File: config.mk
export PLATFORM = sky130hd
export DESIGN_NAME = spec_store_buf
export DESIGN_NICKNAME = d
export VERILOG_FILES = /design/src/rtl/ssb_pkg.sv /design/src/rtl/ssb_ring.sv /design/src/rtl/ssb_fwd.sv /design/src/rtl/spec_store_buf.sv
export SDC_FILE = /design/constraint.sdc
export NUM_CORES = 1
export LEC_CHECK = 0
export ABC_AREA = 1
export BUFFER_PORTS_ARGS = -buffer_cell sky130_fd_sc_hd__buf_2
export CORE_ASPECT_RATIO = 1.1
export CORE_MARGIN = 5
export CORE_UTILIZATION = 32
export DETAILED_ROUTE_END_ITERATION = 10
export PLACE_DENSITY = 0.49
export SLEW_MARGIN = 10
export SYNTH_ARGS = -nofsm -noshare
export SYNTH_HDL_FRONTEND = slang
export SYNTH_HIERARCHICAL = 1
export SYNTH_SLANG_ARGS = --single-unit
File: constraint.sdc
create_clock -name clk -period 5.62 [get_ports clk]
set_input_delay 1.405 -clock clk [delete_from_list [all_inputs] [get_ports clk]]
set_output_delay 1.405 -clock clk [all_outputs]
set_load 0.005 [all_outputs]
File: src/rtl/ssb_pkg.sv
package ssb_pkg;
  typedef enum logic [1:0] {
    SLOT_FREE = 2'd0,
    SLOT_SPEC = 2'd1,
    SLOT_DONE = 2'd2
  } slot_e;
endpackage

File: src/rtl/ssb_ring.sv
// Head/tail pointers of the entry ring, one extra bit to tell full from empty.
module ssb_ring #(
  parameter int DEPTH = 8,
  localparam int IDX_W = $clog2(DEPTH),
  localparam int CNT_W = IDX_W + 1
) (
  input  logic             clk,
  input  logic             rst,
  input  logic             push,
  input  logic             pop,
  output logic [IDX_W-1:0] head_idx,
  output logic [IDX_W-1:0] tail_idx,
  output logic [CNT_W-1:0] cnt,
  output logic             full,
  output logic             empty
);
  logic [CNT_W-1:0] head_q, tail_q;

  always_ff @(posedge clk) begin
    if (rst) begin
      head_q <= '0;
      tail_q <= '0;
    end else begin
      if (push) tail_q <= tail_q + CNT_W'(1);
      if (pop)  head_q <= head_q + CNT_W'(1);
    end
  end

  assign head_idx = head_q[IDX_W-1:0];
  assign tail_idx = tail_q[IDX_W-1:0];
  assign cnt      = tail_q - head_q;
  assign full     = (cnt == CNT_W'(DEPTH));
  assign empty    = (cnt == '0);
endmodule

File: src/rtl/ssb_fwd.sv
// Load probe: tag and age match per entry, youngest older match wins by ring offset.
module ssb_fwd #(
  parameter int DEPTH  = 8,
  parameter int INUM_W = 6,
  parameter int TAG_W  = 8,
  parameter int DATA_W = 16,
  localparam int IDX_W = $clog2(DEPTH)
) (
  input  logic                          clk,
  input  logic                          rst,
  input  logic [DEPTH-1:0]              live,
  input  logic [DEPTH-1:0][INUM_W-1:0]  e_inum,
  input  logic [DEPTH-1:0][TAG_W-1:0]   e_tag,
  input  logic [DEPTH-1:0][DATA_W-1:0]  e_data,
  input  logic [IDX_W-1:0]              head_idx,
  input  logic                          lk_valid,
  input  logic [TAG_W-1:0]              lk_tag,
  input  logic [INUM_W-1:0]             lk_inum,
  output logic                          hit,
  output logic [DATA_W-1:0]             data
);
  logic [DEPTH-1:0] match;

  for (genvar g = 0; g < DEPTH; g++) begin : g_cmp
    logic [INUM_W-1:0] gap;
    assign gap      = lk_inum - e_inum[g];
    // store strictly older: gap nonzero and inside the lower half of the number space
    assign match[g] = live[g] && (e_tag[g] == lk_tag) && (gap != '0) && !gap[INUM_W-1];
  end

  logic             sel_hit;
  logic [IDX_W-1:0] sel_idx;
  logic [IDX_W-1:0] scan_idx;

  always_comb begin
    sel_hit  = 1'b0;
    sel_idx  = '0;
    scan_idx = '0;
    for (int k = 0; k < DEPTH; k++) begin
      scan_idx = head_idx + IDX_W'(k);
      if (match[scan_idx]) begin
        sel_hit = 1'b1;
        sel_idx = scan_idx;
      end
    end
  end

  always_ff @(posedge clk) begin
    if (rst) begin
      hit  <= 1'b0;
      data <= '0;
    end else begin
      hit  <= lk_valid && sel_hit;
      data <= (lk_valid && sel_hit) ? e_data[sel_idx] : '0;
    end
  end
endmodule

File: src/rtl/spec_store_buf.sv
module spec_store_buf #(
  parameter int DEPTH  = 8,
  parameter int INUM_W = 6,
  parameter int TAG_W  = 8,
  parameter int DATA_W = 16,
  localparam int IDX_W = $clog2(DEPTH),
  localparam int CNT_W = IDX_W + 1
) (
  input  logic              clk,
  input  logic              rst,
  input  logic              st_valid,
  input  logic [INUM_W-1:0] st_inum,
  input  logic [TAG_W-1:0]  st_tag,
  input  logic [DATA_W-1:0] st_data,
  output logic              st_full,
  input  logic              cm_valid,
  input  logic [INUM_W-1:0] cm_inum,
  input  logic              ab_valid,
  input  logic [INUM_W-1:0] ab_inum,
  input  logic              ab_younger,
  input  logic              ld_valid,
  input  logic [TAG_W-1:0]  ld_tag,
  input  logic [INUM_W-1:0] ld_inum,
  output logic              ld_hit,
  output logic [DATA_W-1:0] ld_data,
  output logic              cw_valid,
  input  logic              cw_ready,
  output logic [TAG_W-1:0]  cw_tag,
  output logic [DATA_W-1:0] cw_data
);
  import ssb_pkg::*;

  logic [IDX_W-1:0] head_idx, tail_idx;
  logic [CNT_W-1:0] cnt;
  logic             ring_full, ring_empty;
  logic             alloc, pop;

  slot_e                        slot_q [DEPTH];
  logic [DEPTH-1:0][INUM_W-1:0] inum_q;
  logic [DEPTH-1:0][TAG_W-1:0]  tag_q;
  logic [DEPTH-1:0][DATA_W-1:0] data_q;
  logic [DEPTH-1:0]             live;

  ssb_ring #(.DEPTH(DEPTH)) u_ring (
    .clk      (clk),
    .rst      (rst),
    .push     (alloc),
    .pop      (pop),
    .head_idx (head_idx),
    .tail_idx (tail_idx),
    .cnt      (cnt),
    .full     (ring_full),
    .empty    (ring_empty)
  );

  assign alloc   = st_valid && !ring_full;
  assign st_full = ring_full;

  // Head leaves when it is an abort hole, or committed and accepted by the cache.
  assign cw_valid = !ring_empty && (slot_q[head_idx] == SLOT_DONE);
  assign pop      = !ring_empty &&
                    ((slot_q[head_idx] == SLOT_FREE) || (cw_valid && cw_ready));
  assign cw_tag   = tag_q[head_idx];
  assign cw_data  = data_q[head_idx];

  for (genvar g = 0; g < DEPTH; g++) begin : g_slot
    logic [INUM_W-1:0] ab_gap;
    logic              ab_hit, cm_hit;

    assign ab_gap = inum_q[g] - ab_inum;
    assign cm_hit = cm_valid && (slot_q[g] == SLOT_SPEC) && (inum_q[g] == cm_inum);
    assign ab_hit = ab_valid && (slot_q[g] == SLOT_SPEC) &&
                    (ab_younger ? !ab_gap[INUM_W-1] : (inum_q[g] == ab_inum));
    assign live[g] = (slot_q[g] != SLOT_FREE);

    always_ff @(posedge clk) begin
      if (rst) begin
        slot_q[g] <= SLOT_FREE;
      end else if (pop && (head_idx == IDX_W'(g))) begin
        slot_q[g] <= SLOT_FREE;
      end else if (alloc && (tail_idx == IDX_W'(g))) begin
        slot_q[g] <= SLOT_SPEC;
      end else if (ab_hit) begin
        slot_q[g] <= SLOT_FREE;
      end else if (cm_hit) begin
        slot_q[g] <= SLOT_DONE;
      end
    end

    // payload has no reset: written only on allocation
    always_ff @(posedge clk) begin
      if (alloc && (tail_idx == IDX_W'(g))) begin
        inum_q[g] <= st_inum;
        tag_q[g]  <= st_tag;
        data_q[g] <= st_data;
      end
    end
  end

  ssb_fwd #(
    .DEPTH  (DEPTH),
    .INUM_W (INUM_W),
    .TAG_W  (TAG_W),
    .DATA_W (DATA_W)
  ) u_fwd (
    .clk      (clk),
    .rst      (rst),
    .live     (live),
    .e_inum   (inum_q),
    .e_tag    (tag_q),
    .e_data   (data_q),
    .head_idx (head_idx),
    .lk_valid (ld_valid),
    .lk_tag   (ld_tag),
    .lk_inum  (ld_inum),
    .hit      (ld_hit),
    .data     (ld_data)
  );
endmodule

==> results of run 1 <==
## worst register-to-register path: stages (launching register included)
cell     delay (ps)
dfxtp_1         950
inv_1           250
fa_1            590
nor2_1           50
nand2_1          90
nor2_1           80
nor2_1          310
nand2_1         330
nor2_4          700
inv_1           150
nor2_1          160
inv_1            50
nand2_1          60
inv_1            40
nand4_1         110
## per-stage QoR
step	hold slack (ps)	instance area (sq um)
2_1_floorplan	477	18200
3_3_place_gp	512	19600
3_5_place_dp	492	19600
4_1_cts	503	20700
5_1_grt	535	20700
6_report	510	20700
## layout make-up
class | count | share of cell area [%]
timing repair buffer | 138 | 3.96
sequential | 281 | 39.6
clock inverter | 19 | 0.919
antenna | 3 | 0.0363
inverter | 264 | 4.80
tap | 744 | 4.50
clock buffer | 44 | 4.50
multi-input combinational | 1637 | 41.7
## metal layers
metal / global-route usage, % / wire, um / vias to the layer above / part of all wire, %
li1: - / - / 7740 / -
met1: 24.8 / 26100 / 7492 / 41
met2: 36.0 / 31900 / 487 / 51
met3: 2.56 / 3130 / 100 / 5.0
met4: 6.05 / 1860 / 0 / 3.0
met5: 0 / 0 / - / 0
## flip-flops by register name (all words and copies together) (netlist names)
| name | cells |
|---|---|
| slot_q | 16 |
| tag_q | 64 |
| u_ring/tail_q | 4 |
| inum_q | 48 |
| u_fwd/data | 16 |
| u_ring/head_q | 4 |
| data_q | 128 |
| u_fwd/hit | 1 |
## how the worst max path moves through the flow
| stage | from | endpoint | slack, ps | cells past startpoint |
|---|---|---|---|---|
| final | u_ring/head_q[1] | cw_data[0] | 860 | 8 |
| after global routing | u_ring/head_q[1] | cw_data[0] | 660 | 8 |
| after CTS | u_ring/head_q[1] | cw_data[7] | 790 | 8 |
| after detailed placement | ld_inum[0] | u_fwd/data[1] | 640 | 27 |
| after global placement | ld_inum[0] | u_fwd/data[9] | 670 | 27 |
| after floorplan | ld_inum[0] | u_fwd/data[4] | 1480 | 30 |
## power groups by stage
stage	clock network, W	registers [W]	logic (W)
after global placement	0	0.00276	0.00463
final	0.00222	0.00272	0.00467
after global routing	0.00237	0.00274	0.00523
after floorplan	0	0.00268	0.00329
after CTS	0.00228	0.00272	0.00468
after detailed placement	0	0.00276	0.00466
==> results.json, run 1 <==
{
  "synth.avg_cell_area_sq_um": 8.04,
  "syn_area_sq_um": 18200,
  "r2r-start": "u_ring/head_q[1]",
  "cp_max_fo": 22,
  "setup_ws_ps": 861,
  "swShare_pct": 43.7,
  "worstHoldEndpoint": "u_ring/head_q[2]",
  "holdCritPathClass": "flip-flop to flip-flop",
  "clockBufferDepth": 3,
  "outcome": "completed",
  "cp_common_cell": "nand2_1",
  "finalSetupTns_ps": 0,
  "area_growth_pct": 13.5,
  "wl_per_cell_um": 20.1,
  "fin_util_pct": 36.8,
  "vias_per_cell": 5.05,
  "cts_tree": "yes",
  "finalCritPeriodShare_pct": 84.7,
  "setup_viol_count_final": 0,
  "gp_congestion": 0.911,
  "clk-insertion-delay-late_ps": 540,
  "rsz0062_at_grt": "false",
  "cts_setup_buffers": 0,
  "critPathBufInv": 3,
  "min-delay-start": "u_ring/head_q[2]",
  "postRouteAntennaNets": 0,
  "hold_buffers": 0,
  "total_power_w": 0.00962,
  "numPortBuffers": 106,
  "max-slew-margin-rel_pct": 35.6,
  "crit_path_start_kind": "flip-flop",
  "fmax_mhz": 210,
  "final_layout_size_suffix_gt1_share_pct": 10.5,
  "cpPeakStageDelay_ps": 950,
  "critPathKind": "flip-flop to primary output",
  "clockPowerShare_pct": 23.1,
  "powerDensity_nw_per_um2": 464,
  "worstPathArrival_ps": 3350,
  "maxCapViolations": 0,
  "worstSetupEndpointType": "primary output",
  "crit_path_top_delay_cell": "dfxtp_1",
  "final_common_cell": "nand2_1",
  "grt_start_max_net_pins": 65,
  "syn_nets": 2427,
  "cts_sinks": 281,
  "cp_top_family": "buffers and inverters",
  "timing.final.hold_violations": 0,
  "antenna_found_initial": 1,
  "finClkSkew_ps": 26.4,
  "syn_inst": 2267,
  "r2r_cells": 14,
  "grt_pass1_wl_um": 94700,
  "synth_warnings": 6,
  "fin_cells": 3130,
  "cts_resized": 0,
  "rrSetupSlack_ps": 1420,
  "cp_data_required_time_ps": 4220,
  "fin_crit_ps": 4760,
  "pwr-share-comb_pct": 48.6,
  "peakVddDrop_v": 0.000377,
  "seqCellArea_sq_um": 8190,
  "maxSlewViolCount": 0,
  "grt_usage_pct": 19.9,
  "wl_um": 63000,
  "cts.clk_slew.worst_paths_ps": 60,
  "seq_power_share_pct": 28.3,
  "pre_cts_ws_ps": 638,
  "cts_root_buf": "clkbuf_16",
  "gr-total-overflow": 0,
  "most-common-layout-cells": "738 x nand2_1, 256 x edfxtp_1, 245 x inv_1, 237 x nand3_1, 167 x nor2_1",
  "ioPinCount": 107,
  "dr.pass1.iters": 6,
  "die_area_sq_um": 61900,
  "r2r_end": "slot_q[4][1]",
  "first_iter_violations": 1470,
  "hpwl_um": 44600,
  "switchingPower_w": 0.00421,
  "initial_core_util_pct": 32.4,
  "die_height_um": 260,
  "fp-row-count": 91,
  "multi_input_area_sq_um": 8640,
  "dp.cells": 3064,
  "fp.dieW_um": 238,
  "path_cells": "nand2_1 > inv_2 > buf_4 > nand2_1 > nand4_1 > nor2_1 > a31oi_1 > buf_2",
  "nets": 2517,
  "worst_pin_slew_ps": 964,
  "p_int_w": 0.00541,
  "core_area_sq_um": 56200,
  "drc": 0,
  "grt_pass1_vias": 15483,
  "h-tree-depth": 2,
  "fillers": 5870,
  "hold_depth": 2,
  "vias": 15819,
  "cts_buffers": 35,
  "p_leak_nw": 9.24
}
No activity file was read; power rests on OpenSTA's default activity.
==> run 2: changes to the inputs <==
- PLACE_DENSITY: 0.49 -> 0.51
- clock period: 5.62 -> 4.11 ns (I/O delays scaled with it)
==> run 2 against run 1 <==
- setup slack lost 670 ps
- via count grew 2.0%
- total power grew 46%
- core utilization grew 1.1 points
- sequential share of layout area shrank 1.1 points
- routed wire length shrank 0.71%
- final area grew 3.0%
- final cell count grew 0.99%
- clock-buffer cell count grew 3
- critical endpoint is now cw_data[15]
- clock skew shrank 5.5 ps
- register-to-register slack lost 940 ps
==> results.json, run 2 (synthesized netlist as in run 1, its figures left out) <==
{
  "pwr-share-comb_pct": 51.0,
  "nets": 2550,
  "min-delay-start": "u_ring/head_q[2]",
  "p_leak_nw": 9.51,
  "clockBufferDepth": 3,
  "gp_congestion": 0.908,
  "grt_start_max_net_pins": 48,
  "largest_register_ff_count": 128,
  "core_area_sq_um": 56200,
  "setup_ws_ps": 190,
  "fp-row-count": 91,
  "clockPowerShare_pct": 22.6,
  "p_int_w": 0.00800,
  "maxCapViolations": 0,
  "cts.clk_slew.worst_paths_ps": 60,
  "pre_cts_ws_ps": -304,
  "multi_input_area_sq_um": 8710,
  "grt_pass1_vias": 15706,
  "switchingPower_w": 0.00599,
  "first_iter_violations": 1218,
  "grt_usage_pct": 19.5,
  "cp_max_fo": 26,
  "worstSetupEndpointType": "primary output",
  "rsz0062_at_grt": "true",
  "cts_tree": "yes",
  "largest-register": "data_q",
  "initial_core_util_pct": 32.4,
  "fillers": 5766,
  "finalCritPeriodShare_pct": 95.4,
  "total_power_w": 0.0140,
  "outcome": "completed",
  "die_height_um": 260,
  "most-common-layout-cells": "736 x nand2_1, 256 x edfxtp_1, 244 x inv_1, 236 x nand3_1, 167 x nor2_1",
  "antenna_found_initial": 6,
  "peakVddDrop_v": 0.000672,
  "cp_data_required_time_ps": 3080,
  "final_layout_size_suffix_gt1_share_pct": 12.4,
  "whs_ps": 520,
  "grt_pass1_wl_um": 93300,
  "wl_um": 62500,
  "vias": 16140,
  "fmax_mhz": 255,
  "finClkSkew_ps": 20.8,
  "fp.dieW_um": 238,
  "timing.final.hold_violations": 0,
  "ioPinCount": 107,
  "crit_path_start_kind": "flip-flop",
  "stdcell_area_sq_um": 21300,
  "drc": 0,
  "r2r_end": "u_fwd/data[15]",
  "area_growth_pct": 16.9,
  "reg.largest.list": "data_q (128), tag_q (64), inum_q (48)",
  "dr.pass1.iters": 5,
  "worstHoldEndpoint": "u_ring/head_q[2]",
  "seq_power_share_pct": 26.4,
  "seqCellArea_sq_um": 8190,
  "gr-total-overflow": 0,
  "critPathKind": "flip-flop to primary output",
  "numPortBuffers": 106,
  "vias_per_cell": 5.11,
  "fin_crit_ps": 3920,
  "h-tree-depth": 2,
  "maxSlewViolCount": 0,
  "clk-insertion-delay-late_ps": 550,
  "startpoint": "u_ring/head_q[1]",
  "final_common_cell": "nand2_1",
  "max-slew-margin-rel_pct": 59.2,
  "r2r-start": "inum_q[6]",
  "wl_per_cell_um": 19.8,
  "die_area_sq_um": 61900,
  "cts_sinks": 281,
  "hpwl_um": 43700,
  "r2r_cells": 27,
  "cts_root_buf": "clkbuf_16",
  "hold_buffers": 0,
  "place_area_sq_um": 20000,
  "holdCritPathClass": "flip-flop to flip-flop",
  "hold_depth": 2,
  "postRouteAntennaNets": 0,
  "setup_viol_count_final": 0,
  "worstPathArrival_ps": 2890,
  "powerDensity_nw_per_um2": 656,
  "swShare_pct": 42.8,
  "worst_pin_slew_ps": 611,
  "cts_buffers": 34,
  "rrSetupSlack_ps": 480
}
==> run 2: cell count changes in the layout (fill, tap and decap cells not counted), sizes merged <==
cell,delta
buf,+32
clkinv,-4
clkinvlp,+1
inv,-2
bufinv,+1
clkbuf,+5
diode,-2
==> run 2: cell type report <==
cell class                 count  area share (%)
multi-input combinational   1637            40.8
clock inverter                15           0.951
timing repair buffer         172            6.13
inverter                     264            4.68
clock buffer                  47            4.60
sequential                   281            38.4
tap                          744            4.37
antenna                        1          0.0117
==> run 2: critical path: stages (launching register included) <==
cell	delay [ps]
dfxtp_1	630
nand2_1	260
inv_2	260
buf_4	410
nand2_1	110
nand4_1	110
nor2_1	50
a31oi_1	330
buf_2	190
==> run 2: power by group through the flow <==
stage	clock, W	combinational (W)	sequential (W)
3_3_place_gp	0	0.00672	0.00375
5_1_grt	0.00337	0.00789	0.00373
3_5_place_dp	0	0.00678	0.00375
2_1_floorplan	0	0.00450	0.00366
6_report	0.00316	0.00714	0.00370
4_1_cts	0.00324	0.00683	0.00370
==> run 2: worst max path at each step <==
stage,depth (start not counted),to,slack [ps]
2_1_floorplan,15,slot_q[4][0],260
3_3_place_gp,28,u_fwd/data[6],-220
3_5_place_dp,28,u_fwd/data[8],-300
4_1_cts,8,cw_data[15],120
5_1_grt,32,u_fwd/data[6],-30
6_report,8,cw_data[15],190
==> run 2: repair_timing <==
action / in CTS / in global routing
setup endpoints to repair: 0 / 17
buffers inserted: 0 / 1
gates resized for setup: 0 / 18
==> run 2: metal layers <==
layer | vias to the layer above | share of wire, % | GRT usage, %
met5 | - | 0.096 | 0
met3 | 149 | 6.3 | 3.64
li1 | 7800 | - | -
met2 | 554 | 49 | 34.1
met4 | 8 | 3.8 | 7.57
met1 | 7629 | 41 | 23.9
==> run 2: through the flow <==
| stage | setup TNS [ps] | instances | utilization, % |
|---|---|---|---|
| 6_report | 0 | 3161 | 37.9 |
| 2_1_floorplan | 0 | 2267 | - |
| 3_3_place_gp | -3000 | 3095 | 35.5 |
| 5_1_grt | -65.3 | 3160 | 37.9 |
| 3_5_place_dp | -4470 | 3095 | 35.5 |
| 4_1_cts | 0 | 3157 | 37.6 |
==> run 3: changes to the inputs <==
- SYNTH_HIERARCHICAL: 1 -> not set
==> run 3 against run 2 <==
- non-clock buffer count increased by 35
- via count decreased by 0.63%
- clock skew increased by 6.6 ps
- setup slack improved by 55 ps
- largest cell class unchanged
- total power increased by 16%
==> results.json, run 3 <==
{
  "r2r_cells": 23,
  "peakVddDrop_v": 0.000509,
  "cp_max_fo": 11,
  "final_layout_size_suffix_gt1_share_pct": 13.2,
  "core_area_sq_um": 55900,
  "fin_crit_ps": 3860,
  "worst_pin_slew_ps": 875,
  "setup_ws_ps": 245,
  "clk-insertion-delay-late_ps": 560,
  "worstPathArrival_ps": 4340,
  "holdCritPathClass": "flip-flop to flip-flop",
  "pre_cts_ws_ps": -534,
  "cp_data_required_time_ps": 4590,
  "h-tree-depth": 2,
  "worstSetupEndpointType": "flip-flop",
  "antenna_found_initial": 4,
  "total_power_w": 0.0162,
  "cts_tree": "yes",
  "critPathBufInv": 6,
  "cp.depth": 30,
  "cts_buffers": 35,
  "area_growth_pct": 19.3,
  "syn_area_sq_um": 18000,
  "cts_root_buf": "clkbuf_16",
  "dr.pass1.iters": 7,
  "pwr-share-comb_pct": 56.0,
  "grt_pass1_vias": 15722,
  "fp.dieW_um": 236,
  "cts.clk_slew.worst_paths_ps": 60,
  "fmax_mhz": 259,
  "grt_pass1_wl_um": 92400,
  "clockBufferDepth": 3,
  "largest-register": "data_q",
  "grt_usage_pct": 19.5,
  "crit_path_top_delay_cell": "fa_1",
  "outcome": "completed",
  "cp_common_cell": "nand2_1",
  "crit_path_start_kind": "input port",
  "synth_area_leaders": "edfxtp_1 43%, nand2_1 9.8%, nand3_1 7.3%, ha_1 6.8%, nor2_1 5.3%",
  "yosysTopAreaCell": "edfxtp_1",
  "seq_power_share_pct": 23.3,
  "nets": 2502,
  "syn_nets": 2347,
  "maxSlewViolCount": 0,
  "synth_top_area_share_pct": 42.8,
  "initial_core_util_pct": 32.1,
  "ys_types": 47,
  "hold_depth": 2,
  "largest_register_ff_count": 128,
  "hpwl_um": 42900,
  "setup_viol_count_final": 0,
  "max-slew-margin-rel_pct": 41.6,
  "synth_top_flop_cell": "edfxtp_1",
  "ys_async_sr_fraction_pct": 0,
  "final_common_cell": "nand2_1",
  "seq_area_frac_synth_pct": 45.9,
  "most-common-layout-cells": "461 x nand2_1, 260 x nand3_1, 256 x edfxtp_1, 249 x nor2_1, 221 x inv_1",
  "die_height_um": 259,
  "synth_warnings": 0,
  "cpPeakStageDelay_ps": 400,
  "maxCapViolations": 0,
  "critPathKind": "input port to flip-flop",
  "synth_common_cells": "470 x nand2_1, 262 x nand3_1, 256 x edfxtp_1",
  "cts_sinks": 284,
  "vias_per_cell": 5.16,
  "ioPinCount": 107,
  "grt_start_max_net_pins": 82,
  "first_iter_violations": 1392,
  "hold_buffers": 0,
  "gp_congestion": 0.905,
  "synth-edff-count": 256,
  "wl_um": 62300,
  "switchingPower_w": 0.00705,
  "reg.largest.list": "data_q (128), tag_q (64), inum_q (48)",
  "p_int_w": 0.00912,
  "fp-row-count": 91,
  "gr-total-overflow": 0,
  "p_leak_nw": 9.24,
  "swShare_pct": 43.6,
  "rsz0062_at_grt": "true",
  "syn_inst": 2178,
  "synth.avg_cell_area_sq_um": 8.25,
  "numPortBuffers": 106,
  "cp_top_family": "simple AND/OR/NAND/NOR gates",
  "drc": 0,
  "wl_per_cell_um": 20.1,
  "powerDensity_nw_per_um2": 754,
  "clockPowerShare_pct": 20.6,
  "synth_most_common_cell": "nand2_1",
  "finClkSkew_ps": 27.5,
  "postRouteAntennaNets": 0,
  "ys_ff_latch": 284,
  "finalCritPeriodShare_pct": 94.0,
  "timing.final.hold_violations": 0,
  "die_area_sq_um": 61000,
  "fillers": 5669,
  "vias": 16038
}
run 3: what timing repair did:
item | CTS | global route
resized for setup | 0 | 40
endpoints found under the setup margin | 0 | 16
buffers inserted | 0 | 7
run 3: metrics by stage:
step	instances	hold slack, ps	utilization [%]	area, sq um	setup TNS (ps)
floorplan	2178	450	-	18000	-72270
global placement	3028	461	35.5	19900	-7900
detailed placement	3028	480	35.5	19900	-7870
CTS	3092	488	37.7	21100	0
global route	3105	529	38.3	21400	-112
finish	3106	485	38.3	21400	0
run 3: power by group through the flow:
stage / registers, W / clock network (W) / logic (W)
2_1_floorplan: 0.00376 / 0 / 0.00516
3_3_place_gp: 0.00383 / 0 / 0.00800
3_5_place_dp: 0.00383 / 0 / 0.00810
4_1_cts: 0.00377 / 0.00340 / 0.00813
5_1_grt: 0.00380 / 0.00351 / 0.00992
6_report: 0.00377 / 0.00334 / 0.00906
run 3: final timing paths:
kind                    start                to  slack (ps)
max                ld_inum[0]     u_fwd.data[8]         250
min          u_ring.tail_q[3]  u_ring.tail_q[3]         480
max reg2reg        inum_q[12]     u_fwd.data[4]         490
min reg2reg  u_ring.tail_q[3]  u_ring.tail_q[3]         480
run 3: cells by family (layout without fill, tap and decap cells):
group                    Yosys count  in the layout  share of synthesized area [%]
AO/OA/AOI/OAI                    310            310                           9.54
XOR/XNOR                          74             74                           3.61
adder cells (fa/ha/maj)          105            105                           7.65
buffers and inverters            324            505                           7.55
flip-flops                       284            284                           45.9
multiplexers                       2              2                          0.111
other                              0              2                              0
AND/OR/NAND/NOR                 1079           1080                           25.7
run 3: final cells by class:
cell class                 count  area (sq um)  share of cell area, %
sequential                   284          8250                   38.5
timing repair buffer         207          1630                   7.60
multi-input combinational   1571          8510                   39.7
clock inverter                23           329                   1.53
antenna                        2          5.00                 0.0233
inverter                     234           883                   4.12
clock buffer                  41           898                   4.19
tap                          744           931                   4.34
run 3: tightest hold or removal path, delay by kind of cell (launching register included):
family                 cells  cell delay, ps
DFF                        1             320
buffers and inverters      1              60
AOI/OAI and AO/OA          1              60
run 3: per-layer routing:
layer | up-vias | routed length, um | global-route usage, %
met4 | 4 | 2990 | 8.55
met2 | 555 | 29400 | 33.0
li1 | 7735 | - | -
met3 | 143 | 3910 | 3.10
met1 | 7601 | 26000 | 24.7
met5 | - | 21 | 0
